==> config.mk <==
export PLATFORM = sky130hd
export DESIGN_NAME = pswd_divider
export DESIGN_NICKNAME = d
export VERILOG_FILES = /design/src/rtl/pswd_pkg.sv /design/src/rtl/pswd_front.sv /design/src/rtl/pswd_prescaler.sv /design/src/rtl/pswd_counters.sv /design/src/rtl/pswd_divider.sv
export SDC_FILE = /design/constraint.sdc
export NUM_CORES = 1
export LEC_CHECK = 0
export BUFFER_PORTS_ARGS = -buffer_cell sky130_fd_sc_hd__buf_2
export CORE_AREA = 2 2 76 78
export DETAILED_ROUTE_END_ITERATION = 12
export DIE_AREA = 0 0 78 80
export PLACE_DENSITY = 0.76
export SLEW_MARGIN = 20
export SYNTH_ARGS = -nofsm -noshare
export SYNTH_HDL_FRONTEND = slang
export SYNTH_HIERARCHICAL = 1
export SYNTH_SLANG_ARGS = --single-unit
==> constraint.sdc <==
create_clock -name clk_in -period 5.54 [get_ports clk_in]
set_input_delay 0.554 -clock clk_in [delete_from_list [all_inputs] [get_ports clk_in]]
set_output_delay 0.554 -clock clk_in [all_outputs]
set_load 0.02 [all_outputs]
==> src/rtl/pswd_pkg.sv <==
package pswd_pkg;
  localparam int DEF_A_W = 4;
  localparam int DEF_M_W = 13;

  function automatic logic split_bad(input int unsigned m, input int unsigned a);
    return (m == 0) || (m < a);
  endfunction
endpackage

==> src/rtl/pswd_front.sv <==
module pswd_front (
  input  logic clk_in,
  input  logic rst_n,
  input  logic run,
  input  logic halve,
  input  logic restart,
  output logic tick
);
  logic tgl_q;

  always_ff @(posedge clk_in or negedge rst_n) begin
    if (!rst_n)       tgl_q <= 1'b0;
    else if (restart) tgl_q <= 1'b0;
    else if (run)     tgl_q <= ~tgl_q;
  end

  assign tick = run && (!halve || tgl_q);
endmodule

==> src/rtl/pswd_prescaler.sv <==
module pswd_prescaler #(
  parameter int A_W = 4
) (
  input  logic clk_in,
  input  logic rst_n,
  input  logic tick,
  input  logic restart,
  input  logic mod_hi,
  output logic pre_term
);
  localparam int BASE_MOD = 1 << A_W;
  localparam int PRE_W    = A_W + 1;
  localparam logic [PRE_W-1:0] LAST_LO = PRE_W'(BASE_MOD - 1);
  localparam logic [PRE_W-1:0] LAST_HI = PRE_W'(BASE_MOD);

  logic [PRE_W-1:0] cnt_q;

  assign pre_term = tick && (cnt_q == (mod_hi ? LAST_HI : LAST_LO));

  always_ff @(posedge clk_in or negedge rst_n) begin
    if (!rst_n)        cnt_q <= '0;
    else if (restart)  cnt_q <= '0;
    else if (pre_term) cnt_q <= '0;
    else if (tick)     cnt_q <= cnt_q + PRE_W'(1);
  end

  AST_PRE_RANGE: assert property (@(posedge clk_in) disable iff (!rst_n)
    cnt_q <= LAST_HI);
  AST_PRE_EXTRA_ONLY_SWALLOW: assert property (@(posedge clk_in) disable iff (!rst_n)
    (cnt_q == LAST_HI) |-> mod_hi);
endmodule

==> src/rtl/pswd_counters.sv <==
module pswd_counters #(
  parameter int A_W = 4,
  parameter int M_W = 13
) (
  input  logic           clk_in,
  input  logic           rst_n,
  input  logic           restart,
  input  logic [M_W-1:0] ld_m,
  input  logic [A_W-1:0] ld_a,
  input  logic           pre_term,
  output logic           mod_hi,
  output logic           cycle_end
);
  logic [M_W-1:0] main_q;
  logic [A_W-1:0] swal_q;

  assign mod_hi    = (swal_q != '0);
  assign cycle_end = pre_term && (main_q == M_W'(1));

  always_ff @(posedge clk_in or negedge rst_n) begin
    if (!rst_n) begin
      main_q <= '0;
      swal_q <= '0;
    end else if (restart) begin
      main_q <= ld_m;
      swal_q <= ld_a;
    end else if (pre_term) begin
      main_q <= main_q - M_W'(1);
      if (mod_hi) swal_q <= swal_q - A_W'(1);
    end
  end
endmodule

==> src/rtl/pswd_divider.sv <==
module pswd_divider
  import pswd_pkg::*;
#(
  parameter int A_W = DEF_A_W,
  parameter int M_W = DEF_M_W
) (
  input  logic               clk_in,
  input  logic               rst_n,
  input  logic [A_W+M_W-1:0] ratio_in,
  input  logic               front_en,
  input  logic               load_stb,
  output logic               fb_pulse,
  output logic               test_half,
  output logic               ratio_err
);
  localparam int R_W = A_W + M_W;

  logic [R_W-1:0] pend_r, act_r;
  logic           pend_fe, act_fe, pend_v, run_q;
  logic           pulse_q, half_q, err_q;
  logic           tick, pre_term, mod_hi, cycle_end, adopt, restart;
  logic [M_W-1:0] ld_m;
  logic [A_W-1:0] ld_a;

  assign adopt   = pend_v && (!run_q || cycle_end);
  assign restart = adopt || cycle_end;

  always_comb begin
    if (adopt) begin
      ld_m = pend_r[R_W-1:A_W];
      ld_a = pend_r[A_W-1:0];
    end else begin
      ld_m = act_r[R_W-1:A_W];
      ld_a = act_r[A_W-1:0];
    end
  end

  always_ff @(posedge clk_in or negedge rst_n) begin
    if (!rst_n) begin
      pend_r  <= '0;
      pend_fe <= 1'b0;
      pend_v  <= 1'b0;
      act_r   <= '0;
      act_fe  <= 1'b0;
      run_q   <= 1'b0;
      pulse_q <= 1'b0;
      half_q  <= 1'b0;
      err_q   <= 1'b0;
    end else begin
      if (load_stb) begin
        pend_r  <= ratio_in;
        pend_fe <= front_en;
        err_q   <= split_bad(int'(ratio_in[R_W-1:A_W]), int'(ratio_in[A_W-1:0]));
      end
      pend_v <= load_stb || (pend_v && !adopt);
      if (adopt) begin
        act_r  <= pend_r;
        act_fe <= pend_fe;
        run_q  <= 1'b1;
      end
      pulse_q <= cycle_end;
      half_q  <= half_q ^ pulse_q;
    end
  end

  pswd_front u_front (
    .clk_in (clk_in),
    .rst_n  (rst_n),
    .run    (run_q),
    .halve  (act_fe),
    .restart(restart),
    .tick   (tick)
  );

  pswd_prescaler #(.A_W(A_W)) u_pre (
    .clk_in  (clk_in),
    .rst_n   (rst_n),
    .tick    (tick),
    .restart (restart),
    .mod_hi  (mod_hi),
    .pre_term(pre_term)
  );

  pswd_counters #(.A_W(A_W), .M_W(M_W)) u_cnt (
    .clk_in   (clk_in),
    .rst_n    (rst_n),
    .restart  (restart),
    .ld_m     (ld_m),
    .ld_a     (ld_a),
    .pre_term (pre_term),
    .mod_hi   (mod_hi),
    .cycle_end(cycle_end)
  );

  assign fb_pulse  = pulse_q;
  assign test_half = half_q;
  assign ratio_err = err_q;

  AST_IDLE_QUIET: assert property (@(posedge clk_in) disable iff (!rst_n)
    !run_q |-> !fb_pulse);
  AST_PULSE_SINGLE: assert property (@(posedge clk_in) disable iff (!rst_n)
    fb_pulse |=> !fb_pulse);
  AST_ACTIVE_AT_BOUNDARY: assert property (@(posedge clk_in) disable iff (!rst_n)
    (run_q && !cycle_end) |=> $stable(act_r));
  AST_HALF_TOGGLE: assert property (@(posedge clk_in) disable iff (!rst_n)
    fb_pulse |=> (test_half != $past(test_half)));
  AST_HALF_HOLD: assert property (@(posedge clk_in) disable iff (!rst_n)
    !fb_pulse |=> $stable(test_half));
  AST_ERR_HOLD: assert property (@(posedge clk_in) disable iff (!rst_n)
    !load_stb |=> $stable(ratio_err));
endmodule

# After elaboration in Yosys (flattened, before gate mapping)
# Cells that the tools add are included.
# word_totals
regBits	64
elab_cells	54
out_inout_bits	3
inputBits	21
# op_classes
n_reduce_logical	20
bitwise_logic	2
magnitude_cmp	1
eq_ne	2
n_addsub	3
muxes	13
# ops
cell	count
2-to-1 mux 13 bit	3
2-to-1 mux 5 bit	4
2-to-1 mux 4 bit	4
equality test 13 x 1 -> 1 bit (second input constant)	1
zero test 13 bit	1
< comparator 13 x 4 -> 1 bit	1
subtractor 13 x 1 -> 13 bit (second input constant)	1
nonzero test 2 bit	3
adder 5 x 1 -> 5 bit (second input constant)	1
equality test 5 bit	1
logical AND 1 bit	5
logical OR 1 bit	5
nonzero test 4 bit	1
subtractor 4 x 1 -> 4 bit (second input constant)	1
zero test 1 bit	3
nonzero test 3 bit	1
2-to-1 mux 1 bit	2
AND reduction 2 bit	1
inverter 1 bit	1
XOR 1 bit	1

# Logic depth before layout (Yosys ltp)
# Gate-level depths: netlist of run 1.
# logic_depth
word_depth	10
ltp_mapped	19
depth_no_buf	14

# Modules after synthesis
# Netlist of run 1, hierarchy kept.
# by_module_without_submodules
module	seq_area_each_um2	area_each_um2	cells_each	n_inst
pswd_divider	1026.0	1674.1	105	1
pswd_counters	425.4	1086.0	117	1
pswd_prescaler	125.1	299.0	31	1
pswd_front	25.0	48.8	5	1

# Worst setup path after synthesis of run 1
# No wires, ideal clock.
# synth_path
kind	reg2reg
from	register u_cnt.swal_q[0]
to	register u_cnt.swal_q[3]
path_buffers	5
arrival_ns	4.276
stages_incl_launch_ff	20
required_time_ns	5.403
period_less_slack_ns	4.412
setup_ns	0.137
path_slack_ns	1.128
cell_sequence	dfrtp_1 > inv_1 > ha_1 > or3b_2 > clkbuf_1 > nor2_1 > a21boi_1 > nor2_1 > or3b_1 > buf_2 > or4_1 > nor3b_2 > o21ai_4 > buf_12 > nand2_1 > clkbuf_1 > clkinv_1 > clkbuf_1 > nor2_1 > a21oi_1
# synth_between
elab_chain_cells	10
word_cells_on_any_way	16
cone_classes	1 x add/sub; 1 x eq/ne; 5 x mux; 9 x reduce/logical
# synth_rtl
item	line	text
start, declared	pswd_counters.sv:15	logic [A_W-1:0] swal_q;
start signal, assigned	pswd_counters.sv:26	swal_q <= ld_a;
start signal, assigned	pswd_counters.sv:29	if (mod_hi) swal_q <= swal_q - A_W'(1);
nonzero test 4 bit *	pswd_counters.sv:17	assign mod_hi = (swal_q != '0);
net mod_hi	pswd_divider.sv:21	logic tick, pre_term, mod_hi, cycle_end, adopt, restart;
2-to-1 mux 5 bit *	pswd_prescaler.sv:18	assign pre_term = tick && (cnt_q == (mod_hi ? LAST_HI : LAST_LO));
equality test 5 bit *	pswd_prescaler.sv:18	
logical AND 1 bit *	pswd_prescaler.sv:18	
net pre_term	pswd_divider.sv:21	
logical AND 1 bit *	pswd_counters.sv:18	assign cycle_end = pre_term && (main_q == M_W'(1));
net cycle_end	pswd_divider.sv:21	
logical OR 1 bit	pswd_divider.sv:25	assign adopt = pend_v && (!run_q || cycle_end);
logical AND 1 bit	pswd_divider.sv:25	
logical OR 1 bit *	pswd_divider.sv:26	assign restart = adopt || cycle_end;
net restart	pswd_divider.sv:21	
nonzero test 2 bit (no line)	n/a	
AND reduction 2 bit (no line)	n/a	
# The timed path passes the listed nets; every way through them passes the cells marked *. The select of a mux whose other input is x is not followed.
# A chain may end at the register's enable or synchronous reset.

# Worst setup path after layout of run 1
# layout_path
from	register u_cnt.swal_q[0]
to	register u_cnt.main_q[5]
# layout_between
elab_chain_cells	9
word_cells_on_any_way	11
cone_classes	1 x eq/ne; 3 x mux; 7 x reduce/logical
# layout_rtl
item	line	text
nonzero test 4 bit *	pswd_counters.sv:17	
net mod_hi	pswd_divider.sv:21	
2-to-1 mux 5 bit *	pswd_prescaler.sv:18	
equality test 5 bit *	pswd_prescaler.sv:18	
logical AND 1 bit *	pswd_prescaler.sv:18	
net pre_term	pswd_divider.sv:21	
logical AND 1 bit *	pswd_counters.sv:18	
net cycle_end	pswd_divider.sv:21	
logical OR 1 bit	pswd_divider.sv:25	
logical AND 1 bit	pswd_divider.sv:25	
logical OR 1 bit *	pswd_divider.sv:26	
net restart	pswd_divider.sv:21	
2-to-1 mux 13 bit / nonzero test 2 bit (equally long branches)	n/a	
end signal, assigned	pswd_counters.sv:25	main_q <= ld_m;
end signal, assigned	pswd_counters.sv:28	main_q <= main_q - M_W'(1);
end, declared	pswd_counters.sv:14	logic [M_W-1:0] main_q;
# The timed path passes the listed nets; every way through them passes the cells marked *.

==> flow_metrics.tcl, run 1 <==
set metrics [dict create \
    outcome "completed" \
    grt_pass1_vias 1988 \
    drt_first_pass_iters 4 \
    place_area_um2 3264 \
    wl_um 5557 \
    power.leakage_nw 1.552 \
    place.port_buffers 23 \
    core-area_um2 5405 \
    rows 27 \
    critPathLaunchType "flop" \
    finalNetCount 313 \
    hold_viol 0 \
    die_x_um 78 \
    cap_violations 0 \
    synthSimpleGateAreaFrac_pct 14.25 \
    ys.warnings.count 6 \
    start_util_pct 57.50 \
    ir_drop_mv 0.2140 \
    clkLatencyLatePin_ns 0.32 \
    syn_avg_cell_area_um2 12.05 \
    fillCellCount 410 \
    yosysSeqAreaShare_pct 51.53 \
    worst_pin_slew_ns 0.7764 \
    grt_max_degree 65 \
    synth_cell_type_count 54 \
    rsz0062_at_grt "false" \
    finalSetupViolations 0 \
    fin_tns_setup_ns 0 \
    post-route-period-util_pct 85.14 \
    clk_pin_slew_worst_paths_ns 0.07 \
    post_drt_wl_per_cell_um 15.48 \
    grt.total_usage_pct 20.25 \
    htreeDepth 3 \
    overflow 0 \
    muxShareOfSynthArea_pct 14.81 \
    synth-compound-area-share_pct 9.984 \
    syn_nets 287 \
    cts_hold_buf 0 \
    synth_fa_ha_area_share_pct 3.221 \
    die_area_um2 6240 \
    cts.sinks 64 \
    cts_tree "done" \
    synth_xor_area_share_pct 1.973 \
    dr.first_iter.drc_count 194 \
    antenna_found_initial 0 \
    syn2layout_area_growth_pct 11.27 \
    crit_fanout 19 \
    fin_total_pwr_mw 1.330 \
    postCtsSetupRepairBufs 0 \
    drive_above_1_share_pct 31.01 \
    powerDensity_nw_per_um2 384.4 \
    slew_headroom_pct 48.24 \
    ant_nets 0 \
    cp-end-kind "flop" \
    skew_ns 0.005850 \
    hold_class "primary input to asynchronous set/reset pin" \
    drc 0 \
    root_buffer "clkbuf_8" \
    place.gp.congestion 0.8374 \
    synth_top_family_by_area "multiplexers" \
    dp_hpwl_um 3872 \
    cp.arrival_ns 4.91 \
    fin_crit_ns 4.717 \
    yosys_register_bits 64 \
    cp.required_ns 5.73 \
    n_antenna_cell 0 \
    cts.path.max_buffers 2 \
    syn_inst 258 \
    grt_pass1_wl_um 9680 \
    num_io_pins 24 \
    vias 2089 \
    cts.repair.resized 0 \
    crit_type "flop to flop" \
    max_freq_mhz 212.0 \
    cts_buffers 9 \
    synth_area_um2 3108 \
    drt-vias-per-instance 5.819 \
    slew_viol_final 0 \
    final_cell_area_um2 3458 \
    die_height_um 80 \
]
-- cell usage in the layout, fill, tap and decap left out, types with 2 or more instances in the layout --
master	n
or2_2	4
a21oi_1	3
nand3b_1	2
nor2b_1	2
o41ai_1	3
a31oi_1	10
nand3_1	2
xnor2_1	3
dfrtp_1	64
a41o_1	2
ha_1	8
nand4bb_1	3
nor2_1	16
o31ai_1	5
o21ai_0	7
buf_2	23
inv_1	14
nand2_1	15
mux2_4	9
a211o_1	3
buf_4	3
nor4b_1	4
xor2_1	4
or4_1	7
nand4_1	3
nor4_1	3
mux2_2	28
clkbuf_8	11
-- report_power, final --
part	internal [mW]	switching, mW	total (mW)	leakage [nW]
logic	0.148	0.143	0.291	0.676
clock network	0.227	0.166	0.393	0.0973
registers	0.559	0.0869	0.646	0.779
-- state kept, by name, indices dropped and copies added (netlist names), 4 cells and up --
register	cells
pend_r	17
act_r	17
u_cnt/swal_q	4
u_pre/cnt_q	5
u_cnt/main_q	13
-- worst max-delay path, stage by stage (launching register included) --
cell	delay [ns]
dfrtp_1	0.37
inv_1	0.13
ha_1	0.20
or3b_2	0.52
nor2_1	0.17
a21boi_1	0.11
nor2_1	0.10
buf_4	0.19
or3b_1	0.50
or4_1	0.56
nor3b_2	0.31
o21ai_4	0.26
nand2_1	0.33
clkinv_1	0.51
nor2_1	0.27
a31oi_1	0.06
-- cell usage after synthesis (all sizes together) --
cell type,n,area [um2]
a2111o,1,11.26
a211o,3,26.28
a21boi,2,15.02
a21oi,3,15.01
a221oi,1,8.760
a31o,1,8.760
a31oi,10,62.56
a32o,1,10.01
a41o,2,20.02
and3,1,6.260
and3b,1,8.760
buf,6,52.55
clkbuf,5,18.77
clkinv,1,3.750
dfrtp,64,1602
ha,8,100.1
inv,15,56.30
mux2,37,450.4
mux2i,1,10.01
nand2,15,56.30
nand2b,1,6.260
nand3,2,10.01
nand3b,2,15.01
nand4,3,18.77
nand4bb,3,33.78
nor2,16,60.06
nor2b,2,12.51
nor3b,1,12.51
nor4,3,18.77
nor4b,5,50.04
o2111ai,1,8.760
o21ai,8,51.30
o311ai,1,8.760
o31ai,5,37.54
o41ai,3,26.28
or2,4,25.02
or3,2,17.52
or3b,2,17.52
or4,8,63.81
or4b,1,10.01
xnor2,3,26.28
xor2,4,35.03
-- cells by family after synthesis --
| family | count (synthesis) |
|---|---|
| AO/OA/AOI/OAI | 42 |
| XOR/XNOR | 7 |
| adder cells (fa/ha/maj) | 8 |
| buffers and inverters | 27 |
| flip-flops | 64 |
| multiplexers | 38 |
| AND/OR/NAND/NOR | 72 |
-- metrics by stage --
stage | hold WS [ns] | util (%) | setup slack [ns] | cells
finish | 0.3869 | 63.98 | 0.8233 | 359
global route | 0.4523 | 63.98 | 0.4077 | 359
CTS | 0.4083 | 63.98 | 0.8443 | 359
detailed placement | 0.4546 | 60.39 | 0.8606 | 345
global placement | 0.4453 | 60.39 | 1.014 | 345
floorplan | 0.2584 | - | 1.128 | 258
-- layer usage --
layer | routed length [um] | part of all wire [%] | vias up | global-route usage [%]
met1 | 2784 | 50 | 1021 | 30.00
met2 | 2472 | 44 | 58 | 28.53
met4 | 49 | 0.88 | 0 | 8.596
met5 | 0 | 0 | - | 0
met3 | 250 | 4.5 | 7 | 4.751
li1 | - | - | 1003 | -
-- final cells by class --
type / instances / area, um2 / share of cell area [%]
Clock inverter: 3 / 42.54 / 1.230
Multi-Input combinational cell: 167 / 1375 / 39.76
Sequential cell: 64 / 1602 / 46.31
Timing Repair Buffer: 26 / 137.6 / 3.980
Clock buffer: 11 / 151.4 / 4.378
Inverter: 16 / 60.06 / 1.737
Tap cell: 72 / 90.09 / 2.605
-- path summary, 6_finish.rpt --
check	startpoint	to	slack, ns	cells after the start
worst max-delay path	u_cnt/swal_q[0]	u_cnt/main_q[5]	0.82	15
worst min-delay path	rst_n	pend_r[1]	0.39	2
worst max register to register	u_cnt/swal_q[0]	u_cnt/main_q[5]	0.82	15
worst min register to register	test_half	test_half	0.46	1
max in group asynchronous	rst_n	pend_r[9]	4.64	2
min in group clk_in	front_en	pend_fe	0.46	2
Power figures use the tool's default switching activity.
==> run 2: changes to the inputs <==
--- a/config.mk
+++ b/config.mk
@@ -5,11 +5,12 @@
 export SDC_FILE = /design/constraint.sdc
 export NUM_CORES = 1
 export LEC_CHECK = 0
+export ABC_AREA = 0
 export BUFFER_PORTS_ARGS = -buffer_cell sky130_fd_sc_hd__buf_2
 export CORE_AREA = 2 2 76 78
 export DETAILED_ROUTE_END_ITERATION = 12
 export DIE_AREA = 0 0 78 80
-export PLACE_DENSITY = 0.76
+export PLACE_DENSITY = 0.84
 export SLEW_MARGIN = 20
 export SYNTH_ARGS = -nofsm -noshare
 export SYNTH_HDL_FRONTEND = slang
==> flow_metrics.tcl, run 2 (synthesized netlist as in run 1, its figures left out) <==
set metrics [dict create \
    slew_viol_final 0 \
    vias 2119 \
    num_io_pins 24 \
    crit_type "flop to flop" \
    final_cells 361 \
    fillCellCount 406 \
    reg_top3 "act_r x17, pend_r x17, u_cnt/main_q x13" \
    switching_share_pct 31.24 \
    crit_top_cell "nor2_1" \
    clkLatencyLatePin_ns 0.34 \
    drt-vias-per-instance 5.870 \
    ant_nets 0 \
    cts_hold_buf 0 \
    power.leakage_nw 1.554 \
    rows 27 \
    place.gp.congestion 0.8351 \
    ir_drop_mv 0.2743 \
    drc 0 \
    hold_class "primary input to asynchronous set/reset pin" \
    cp-end-kind "flop" \
    cts.repair.resized 0 \
    postCtsSetupRepairBufs 0 \
    cp.required_ns 5.74 \
    cp_slowest_cell "or4_1" \
    cap_violations 0 \
    n_antenna_cell 0 \
    grt_pass1_vias 2100 \
    path_cells "inv_1 -> ha_1 -> or3b_2 -> nor2_1 -> a21boi_1 -> nor2_1 -> buf_4 -> or3b_1 -> or4_1 -> nor3b_2 -> o21ai_4 -> nand2_1 -> clkinv_1 -> nor2_1 -> a31oi_1" \
    clk_pin_slew_worst_paths_ns 0.07 \
    hold_viol 0 \
    finalSetupViolations 0 \
    dp_hpwl_um 4022 \
    core-area_um2 5405 \
    rsz0062_at_grt "false" \
    intPower_mw 0.9049 \
    syn2layout_area_growth_pct 10.95 \
    dr.first_iter.drc_count 220 \
    finalNetCount 313 \
    layout_commonest_cell "dfrtp_1" \
    overflow 0 \
    post-route-period-util_pct 89.92 \
    slew_headroom_pct 47.38 \
    crit_fanout 19 \
    worst_pin_slew_ns 0.7893 \
    start_util_pct 57.50 \
    fin_crit_ns 4.981 \
    final_cell_area_um2 3448 \
    post_drt_wl_per_cell_um 16.30 \
    drive_above_1_share_pct 31.14 \
    die_area_um2 6240 \
    cts_buffers 9 \
    max_freq_mhz 200.7 \
    p_clk_share_pct 28.2 \
    combPwrFrac_pct 22.4 \
    pwr-share-seq_pct 49.4 \
    die_height_um 80 \
    htreeDepth 3 \
    critPathLaunchType "flop" \
    outcome "completed" \
    placedCellCount 345 \
    p_sw_mw 0.4111 \
    regToRegStartpoint "u_cnt/swal_q[0]" \
    place.port_buffers 23 \
    grt_pass1_wl_um 10300 \
    cp.arrival_ns 5.19 \
    grt.total_usage_pct 21.92 \
    drt_first_pass_iters 4 \
    powerDensity_nw_per_um2 381.6 \
    cp-startpoint "u_cnt/swal_q[0]" \
    wl_um 5886 \
    cts.path.max_buffers 2 \
    root_buffer "clkbuf_8" \
    cts_tree "done" \
    grt_max_degree 65 \
    skew_ns 0.007439 \
    place_area_um2 3264 \
    cp_slowest_stage_delay_ns 0.57 \
    fin_tns_setup_ns 0 \
    final_cell_mix "64 x dfrtp_1, 28 x mux2_2, 23 x buf_2, 16 x nor2_1, 15 x nand2_1" \
    die_x_um 78 \
    antenna_found_initial 0 \
    cts.sinks 64 \
]
[run 2: stage by stage]
stage               total power, mW  utilization, %  hold WS [ns]  setup WS [ns]
finish                        1.316           63.80        0.3755         0.5586
global route                  1.398           63.80        0.4539         0.2301
CTS                           1.320           63.80        0.3895         0.6169
detailed placement           0.9459           60.39        0.4571         0.7111
global placement             0.9315           60.39        0.4595         0.9304
floorplan                    0.8683               -        0.2584          1.128
[run 2: path summary, 6_finish.rpt]
check                           slack (ns)  cells after the start                to
worst max-delay path                  0.56                     15  u_cnt/main_q[10]
worst min-delay path                  0.38                      2          act_r[2]
worst max register to register        0.56                     15  u_cnt/main_q[10]
worst min register to register        0.46                      1         test_half
max in group asynchronous             4.65                      2   u_cnt/main_q[8]
min in group clk_in                   0.46                      2         pend_r[9]
[run 2: critical path, delay by kind of cell (launching register included)]
family / cells / cell delay, ns
AOI/OAI and AO/OA: 3 / 0.43
buffers and inverters: 3 / 0.89
adders and majority gates: 1 / 0.21
DFF: 1 / 0.39
and+or+nand+nor: 8 / 2.90
[run 2: layout make-up]
| type | count | area (um2) | area share (%) |
|---|---|---|---|
| clock buffer | 13 | 168.9 | 4.898 |
| clock inverter | 3 | 15.01 | 0.4354 |
| inverter | 16 | 60.06 | 1.742 |
| multi-input combinational | 167 | 1375 | 39.88 |
| sequential | 64 | 1602 | 46.44 |
| tap | 72 | 90.09 | 2.612 |
| timing repair buffer | 26 | 137.6 | 3.991 |
[run 2: power groups by stage]
stage                     logic, mW  registers, mW  clock network [mW]
after floorplan               0.240          0.629                   0
after global placement        0.282          0.650                   0
after detailed placement      0.292          0.654                   0
after CTS                     0.294          0.647               0.379
after global routing          0.338          0.660               0.400
final                         0.294          0.650               0.371
[run 2: per-layer routing]
layer	wire length (um)	track usage (%)	vias to the layer above
li1	-	-	1004
met1	2751	29.37	1024
met2	2676	32.59	78
met3	329	5.882	13
met4	129	11.93	0
met5	0	0	-
